<file path="config.mk">
export PLATFORM = sky130hd
export DESIGN_NAME = prescaled_watch_timer
export DESIGN_NICKNAME = d
export VERILOG_FILES = /design/src/rtl/pwt_pkg.sv /design/src/rtl/pwt_count_path.sv /design/src/rtl/pwt_mode_ctrl.sv /design/src/rtl/prescaled_watch_timer.sv
export SDC_FILE = /design/constraint.sdc
export NUM_CORES = 1
export LEC_CHECK = 0
export ABC_AREA = 1
export BUFFER_PORTS_ARGS = -buffer_cell sky130_fd_sc_hd__buf_2
export CAP_MARGIN = 20
export CORE_ASPECT_RATIO = 1.75
export CORE_MARGIN = 10
export CORE_UTILIZATION = 44
export CTS_BUF_LIST = sky130_fd_sc_hd__clkbuf_4 sky130_fd_sc_hd__clkbuf_8
export CTS_CLUSTER_DIAMETER = 80
export DETAILED_ROUTE_END_ITERATION = 6
export PLACE_DENSITY = 0.7
export SETUP_SLACK_MARGIN = 0.4
export SLEW_MARGIN = 0
export SYNTH_ARGS = -nofsm -noshare
export SYNTH_HDL_FRONTEND = slang
export SYNTH_HIERARCHICAL = 1
export SYNTH_SLANG_ARGS = --single-unit
</file>
<file path="constraint.sdc">
create_clock -name clk -period 1.65 [get_ports clk]
set_clock_uncertainty 0.05 [all_clocks]
set_input_delay 0.4125 -clock clk [delete_from_list [all_inputs] [get_ports clk]]
set_output_delay 0.4125 -clock clk [all_outputs]
set_load 0.1 [all_outputs]
</file>
<file path="src/rtl/pwt_pkg.sv">
package pwt_pkg;
  localparam int BUS_W    = 32;
  localparam int EN_BIT   = 12;
  localparam int CONT_BIT = 10;
  localparam int WD_BIT   = 15;

  typedef struct packed {
    logic load;  // reload prescaler and period counter
    logic run;   // counting allowed this cycle
  } dp_strobe_t;
endpackage

</file>
<file path="src/rtl/pwt_count_path.sv">
module pwt_count_path
  import pwt_pkg::*;
#(
  parameter int PRE_W = 16,
  parameter int CNT_W = 16
) (
  input  logic             clk,
  input  logic             rstN,
  input  dp_strobe_t       strb,
  input  logic [PRE_W-1:0] preVal,
  input  logic [CNT_W-1:0] perVal,
  output logic             expire
);
  logic [PRE_W-1:0] psQ;
  logic [CNT_W-1:0] cntQ;
  logic             psTick;

  // A load value of 0 wraps through all ones, giving 2**W steps.
  assign psTick = strb.run && (psQ == PRE_W'(1));
  assign expire = psTick && (cntQ == CNT_W'(1));

  always_ff @(posedge clk) begin
    if (!rstN) begin
      psQ  <= '0;
      cntQ <= '0;
    end else if (strb.load) begin
      psQ  <= preVal;
      cntQ <= perVal;
    end else if (strb.run) begin
      psQ <= psTick ? preVal : psQ - PRE_W'(1);
      if (psTick) begin
        cntQ <= (cntQ == CNT_W'(1)) ? perVal : cntQ - CNT_W'(1);
      end
    end
  end


  load_chk: assert property (@(posedge clk) disable iff (!rstN)
    strb.load |=> (psQ == $past(preVal)) && (cntQ == $past(perVal)));


  reload_chk: assert property (@(posedge clk) disable iff (!rstN)
    (expire && !strb.load) |=> (cntQ == $past(perVal)));
endmodule

</file>
<file path="src/rtl/pwt_mode_ctrl.sv">
module pwt_mode_ctrl
  import pwt_pkg::*;
#(
  parameter int         PRE_W      = 16,
  parameter int         CNT_W      = 16,
  parameter logic [7:0] KICK_VAL   = 8'hA5,
  parameter bit         NO_WAY_OUT = 1'b0
) (
  input  logic              clk,
  input  logic              rstN,
  input  logic              modeWr,
  input  logic              countWr,
  input  logic              kickWr,
  input  logic [BUS_W-1:0]  wrData,
  input  logic [7:0]        kickByte,
  input  logic              expire,
  output dp_strobe_t        strb,
  output logic [PRE_W-1:0]  preVal,
  output logic [CNT_W-1:0]  perVal,
  output logic              expTick,
  output logic              rstReq,
  output logic              wdFired,
  output logic              refused,
  output logic              running,
  output logic              wdLocked
);
  localparam int CFG_W = PRE_W + CNT_W;

  logic [CFG_W-1:0] countQ;
  logic enQ, contQ, wdQ;
  logic wantEn, wantCont, wantWd;
  logic lockedNow, restartWr, unlockWr, acceptWr, refuseWr, kickOk;

  assign preVal = countQ[CNT_W +: PRE_W];
  assign perVal = countQ[CNT_W-1:0];

  assign wantEn   = wrData[EN_BIT];
  assign wantCont = wrData[CONT_BIT];
  assign wantWd   = wrData[WD_BIT];

  always_comb begin
    lockedNow = wdQ && enQ;
    restartWr = modeWr && wantWd && wantEn;
    unlockWr  = modeWr && !wantWd && !wantEn && (NO_WAY_OUT == 1'b0);
    acceptWr  = modeWr && (!lockedNow || restartWr || unlockWr);
    refuseWr  = modeWr && !acceptWr;
    kickOk    = kickWr && lockedNow && (kickByte == KICK_VAL);
    strb.load = (acceptWr && wantEn) || kickOk;
    strb.run  = enQ;
  end

  always_ff @(posedge clk) begin
    if (!rstN) begin
      countQ  <= '0;
      enQ     <= 1'b0;
      contQ   <= 1'b0;
      wdQ     <= 1'b0;
      expTick <= 1'b0;
      rstReq  <= 1'b0;
      wdFired <= 1'b0;
      refused <= 1'b0;
    end else begin
      if (countWr) countQ <= wrData[CFG_W-1:0];
      if (acceptWr) begin
        enQ   <= wantEn;
        wdQ   <= wantWd;
        contQ <= wantCont && !wantWd;
      end else if (expire && !contQ && !wdQ) begin
        enQ <= 1'b0;
      end
      expTick <= expire && !wdQ;
      rstReq  <= expire && wdQ;
      wdFired <= wdFired || (expire && wdQ);
      refused <= refuseWr;
    end
  end

  assign running  = enQ;
  assign wdLocked = wdQ && enQ;


  sticky_fire_chk: assert property (@(posedge clk) disable iff (!rstN)
    wdFired |=> wdFired);


  reset_from_lock_chk: assert property (@(posedge clk) disable iff (!rstN)
    rstReq |-> $past(wdLocked));


  refuse_keeps_lock_chk: assert property (@(posedge clk) disable iff (!rstN)
    refused |-> (wdLocked && $past(wdLocked)));


  one_shot_stop_chk: assert property (@(posedge clk) disable iff (!rstN)
    (expTick && !$past(contQ) && !$past(modeWr)) |-> !running);

  generate
    if (NO_WAY_OUT) begin : g_nowayout

      lock_hold_chk: assert property (@(posedge clk) disable iff (!rstN)
        $past(wdLocked) |-> wdLocked);
    end
  endgenerate
endmodule

</file>
<file path="src/rtl/prescaled_watch_timer.sv">
module prescaled_watch_timer
  import pwt_pkg::*;
#(
  parameter int         PRE_W      = 16,
  parameter int         CNT_W      = 16,
  parameter logic [7:0] KICK_VAL   = 8'hA5,
  parameter bit         NO_WAY_OUT = 1'b0
) (
  input  logic        clk,
  input  logic        rstN,
  input  logic        modeWr,
  input  logic        countWr,
  input  logic        kickWr,
  input  logic [31:0] wrData,
  input  logic [7:0]  kickByte,
  output logic        expTick,
  output logic        rstReq,
  output logic        wdFired,
  output logic        refused,
  output logic        running,
  output logic        wdLocked
);
  dp_strobe_t       strb;
  logic [PRE_W-1:0] preVal;
  logic [CNT_W-1:0] perVal;
  logic             expire;

  pwt_mode_ctrl #(
    .PRE_W(PRE_W), .CNT_W(CNT_W), .KICK_VAL(KICK_VAL), .NO_WAY_OUT(NO_WAY_OUT)
  ) u_ctrl (
    .clk(clk), .rstN(rstN), .modeWr(modeWr), .countWr(countWr),
    .kickWr(kickWr), .wrData(wrData), .kickByte(kickByte), .expire(expire),
    .strb(strb), .preVal(preVal), .perVal(perVal), .expTick(expTick),
    .rstReq(rstReq), .wdFired(wdFired), .refused(refused),
    .running(running), .wdLocked(wdLocked)
  );

  pwt_count_path #(
    .PRE_W(PRE_W), .CNT_W(CNT_W)
  ) u_path (
    .clk(clk), .rstN(rstN), .strb(strb), .preVal(preVal),
    .perVal(perVal), .expire(expire)
  );
endmodule

</file>
# Yosys cells after proc, flatten, opt, wreduce, memory -nomap -nowiden

Index checks and enable logic that the tools add are counted.

Word-level logic and storage cells: 55
Bits in registers: 71
Output and inout bits: 6
Bits of input ports: 45

Eq/ne operators: 3
Reductions and logical operators: 31
Add/sub/neg operators: 2
Muxes and demuxes: 9

Operator list:

| operator                | count |
|---|---|
| $mux W16                | 7 |
| $eq A16 B1 Y1 const B   | 2 |
| $sub A16 B1 Y16 const B | 2 |
| $logic_and A1 B1 Y1     | 17 |
| $eq A8 B8 Y1 const B    | 1 |
| $logic_not A1 Y1        | 6 |
| $reduce_bool A2 Y1      | 3 |
| $logic_or A1 B1 Y1      | 4 |
| $mux W1                 | 2 |
| $reduce_and A2 Y1       | 1 |

# Longest topological paths before layout

Word-level depth: 9
Gate-level depth with buffers: 13
Gate-level depth less buffers: 12

# Hierarchy

Netlist, hierarchy kept.

Modules (own cells, without submodules):

| module         | instances | sequential area each (um^2) | cells an instance | area an instance (um^2) |
|---|---|---|---|---|
| pwt_count_path | 1         | 640.6                       | 407               | 2431.1 |
| pwt_mode_ctrl  | 1         | 780.7                       | 182               | 1405.1 |

# Least setup slack after synthesis

No wires, ideal clock.

Path kind: register to register
Start: register u_ctrl.enQ (netlist: u_ctrl/running)
End: register u_path.psQ[8]
Path buffers: 1
Arrival time: 2.824 ns
Period minus slack after synthesis: 2.992 ns
Path slack: -1.342 ns
Data required time: 1.481 ns
Stages on the path, launching flop included: 11
Library setup time: 0.119 ns
Path through: dfxtp_1 > nand2_1 > clkinv_1 > nand3_2 > nand3_1 > nand2_1 > nor2_2 > inv_1 > clkbuf_1 > o21ai_0 > nor2_2

RTL lines:

| what                   | RTL line             | source |
|---|---|---|
| start, declared        | pwt_mode_ctrl.sv:30  | `logic enQ, contQ, wdQ;` |
| start signal, assigned | pwt_mode_ctrl.sv:65  | `enQ <= wantEn;` |
| end signal, assigned   | pwt_count_path.sv:27 | `psQ <= preVal;` |
| end signal, assigned   | pwt_count_path.sv:30 | `psQ <= psTick ? preVal : psQ - PRE_W'(1);` |
| end, declared          | pwt_count_path.sv:14 | `logic [PRE_W-1:0] psQ;` |

# Final worst setup path

Start: register u_path.cntQ[1]
End: register u_path.cntQ[3]

Word-level cells in the longest chain between the ends: 5
Elaborated cells between the ends (all ways): 6
Those cells by class: 1 x add/sub; 1 x eq/ne; 4 x mux

RTL lines:

| what                                             | RTL line             | source |
|---|---|---|
| start, declared                                  | pwt_count_path.sv:15 | `logic [CNT_W-1:0] cntQ;` |
| start signal, assigned                           | pwt_count_path.sv:28 | `cntQ <= perVal;` |
| start signal, assigned                           | pwt_count_path.sv:32 | `cntQ <= (cntQ == CNT_W'(1)) ? perVal : cntQ - CNT_W'(1);` |
| $sub A16 B1 Y16 or $eq A16 B1 Y1 (tied branches) | pwt_count_path.sv:32 |  |
| $mux W16 (*)                                     | pwt_count_path.sv:32 |  |
| $mux W16 (*)                                     | pwt_count_path.sv:31 | `if (psTick) begin` |
| $mux W16 (*)                                     | pwt_count_path.sv:29 | `end else if (strb.run) begin` |
| $mux W16 (*)                                     | pwt_count_path.sv:26 | `end else if (strb.load) begin` |

Every way passes the cells marked *; elsewhere a longest branch is shown, timed or not. The select of a mux whose other input is x is not followed.
A chain may end at the register's enable or synchronous reset.

==> impl_metrics.csv <==
group,metric,value,unit
floorplan,start_util,0.445,
sta,rsz0062_at_grt,"true",
global_routing,grt_pass1_vias,4773,
yosys,ys_seq_area_frac,0.371,
drt,wire_per_inst,17.8,µm
yosys,synthAdderAreaFrac,0.0130,
final_layout,fill_cells,586,
drt,drt-met1-wl,5060,µm
yosys,mappedNetlistArea,3840,µm²
global_routing,grt_usage,0.211,
final_layout,area_growth,62.7,%
worst_hold_path,min_path_type,"in -> reg",
yosys,synthCells,589,
global_routing,grt_first_pass_wirelength,22100,µm
place,port_buffers,50,
sta,finalMaxSlewViolations,0,
setup_path,crit_type,"reg -> reg",
setup_path,worstPathMaxFanout,6,
sta,tightest_slew,577,ps
yosys,synth-simple-area-share,0.321,
drt,firstDrtPassIters,7,
power_and_ir_drop,power_density,892,nW/µm²
place,place_congestion,0.896,
clocking,cts.path.max_buffers,2,
yosys,yosys.cell_types.count,31,
clocking,htree_num_levels,3,
yosys,synth-xor-area-share,0.0251,
final_layout,final_nets,784,
yosys,syn_area_per_cell,6.51,µm²
yosys,synth_compound_area_frac,0.168,
floorplan,dieArea,13000,µm²
setup_path,arrival,1980,ps
clocking,cts_made_buffers,9,
floorplan,chipWidth,90.6,µm
yosys,ys_warn_count,6,
clocking,cts_tree,"done",
clocking,cts_sinks,71,
floorplan,die_height,144,µm
outcome,failed_checks,"negative setup slack",
global_routing,grt_overflow,0,
drt,met3_length,766,µm
drt,routed-via-count,4738,
flow_run,maxCapViolations,0,
sta,holdWs,203,ps
yosys,synth.area.mux_share,0,
sta,max-slew-margin-rel,0.615,
drt,top_layer_used,"met4",
sta,min_period_over_period,1.07,
final_layout,n_antenna_cell,0,
global_routing,grt_max_degree,32,
outcome,status,"finished with violations",
drt,dr_wl_met2,8350,µm
setup_path,critPathRequiredTime,1860,ps
final_layout,ff_latch_area,1440,µm²
final_layout,drive_gt1_frac,0.447,
sta,min_period,1770,ps
drt,drc_errors,0,
yosys,synth_top_family_by_area,"simple AND/OR/NAND/NOR gates",
sta,setup_viol,27,
clocking,clk_latency,380,ps
floorplan,std_cell_rows,45,
yosys,synth_nets,638,
global_routing,grt_antenna_before_repair,0,
yosys,ys_ff_latch,71,
place,dp_hpwl,8330,µm
setup_path,critPathLaunchType,"flip-flop",
drt,dr.first_iter.drc_count,296,
clocking,clk_pin_slew,80,ps
drt,wl,15200,µm
clocking,root_buffer,"clkbuf_8",
floorplan,ios,51,
final_layout,design_area,6240,µm²
setup_path,reg2reg_slack,-120,ps
drt,detail_route.vias_per_cell,5.53,
sta,hold_viol,0,
place,place_area,4750,µm²
power_and_ir_drop,cellLeakagePower,2.84,nW
setup_path,end_kind,"flip-flop",
floorplan,coreArea,8610,µm²
sta,setup_ws,-124,ps
sta,fmax,564,MHz
final_layout,multi_input_area,2670,µm²
power_and_ir_drop,vdd_drop_max,0.793,mV
drt,drtAntennaViolNets,0,
[power breakdown]
group / switching (mW) / internal [mW] / leakage, nW
clock: 0.703 / 0.857 / 0.110
combinational: 1.14 / 0.908 / 2.14
sequential: 0.111 / 1.85 / 0.593
total: 1.95 / 3.61 / 2.84
[synthesized netlist by cell type (all sizes together)]
library cell	instances	share of area
buf	17	0.029
inv	69	0.068
ha	4	0.013
a31oi	1	0.0016
nand3	29	0.040
clkbuf	5	0.0052
nor3b	2	0.0039
a21oi	32	0.054
clkinv	1	0.00098
nand2	122	0.12
xor2	6	0.014
dfxtp	71	0.37
o21bai	2	0.0039
nor2	126	0.13
o21ai	81	0.11
nor3	8	0.010
xnor2	5	0.011
nand4	5	0.0082
nand3b	1	0.0020
nor4	2	0.0033
[state kept, by name, indices dropped and copies added, names as in the netlist]
name and cells:
u_ctrl/countQ 32, u_path/cntQ 16, u_path/psQ 16, u_ctrl/contQ 1
u_ctrl/expTick 1, u_ctrl/refused 1, u_ctrl/rstReq 1, u_ctrl/running 1
u_ctrl/wdFired 1, u_ctrl/wdQ 1
[area by class of cell]
type | instances | area share
repair buffers | 156 | 0.236
well taps | 117 | 0.0235
flip-flops and latches | 71 | 0.231
multi-input cells | 427 | 0.427
clock inverters | 2 | 0.00601
clock buffers | 14 | 0.0289
inverters | 70 | 0.0473
[worst paths after layout]
| kind | endpoint | cells past startpoint | startpoint |
|---|---|---|---|
| hold reg to reg | u_ctrl/wdFired | 2 | u_ctrl/wdFired |
| setup reg to reg | u_path/cntQ[3] | 11 | u_path/cntQ[1] |
| setup / recovery | u_path/cntQ[3] | 11 | u_path/cntQ[1] |
| hold / removal | u_ctrl/countQ[27] | 3 | wrData[27] |
[critical path, cell delays in order, from the launching register on]
cell and delay (ps):
dfxtp_2 330, inv_2 80, ha_4 160, nand2_4 60, nor3_4 220, nand3_2 160
nand2_8 120, buf_8 130, buf_12 150, nand2_4 60, o21ai_4 60, a21oi_2 60
[metrics by stage]
step	setup TNS, ps	util	power (mW)	cells	setup WS [ps]
CTS	-444	0.683	5.21	854	-74.1
floorplan	-4920	-	2.80	589	-209
global route	-4510	0.724	5.78	857	-225
finish	-2140	0.724	5.57	857	-124
detailed placement	-4080	0.552	3.30	804	-199
global placement	-1830	0.552	3.26	804	-117
[kinds of logic (layout without fill, tap and decap cells)]
kind of cell / Yosys count / in the layout
adders and majority gates: 4 / 4
buffers and inverters: 92 / 242
AOI/OAI and AO/OA: 116 / 116
xor gates and xnor gates: 11 / 11
and+or+nand+nor: 295 / 296
DFF: 71 / 71
[layer usage]
| metal | vias to the layer above | GRT usage |
|---|---|---|
| met4 | 0 | 0.178 |
| met5 | - | 0 |
| li1 | 2164 | - |
| met3 | 93 | 0.0376 |
| met1 | 2230 | 0.194 |
| met2 | 251 | 0.392 |
[what timing repair did]
action / in CTS / in global routing
setup endpoints to repair: 42 / 42
gates cloned: 10 / 0
hold buffers: 0 / 0
resized for setup: 137 / 94
pin swaps: 39 / 45
setup buffers: 24 / 3
[placed cells by master, fill, tap and decap left out, types with 18 or more instances in the layout]
master,n
dfxtp_1,58
nand2_2,20
inv_1,58
o21ai_0,45
o21ai_2,19
buf_4,73
a21oi_2,18
nand2_1,83
buf_2,44
nor2_1,98
(Power assumes the default switching activity.)
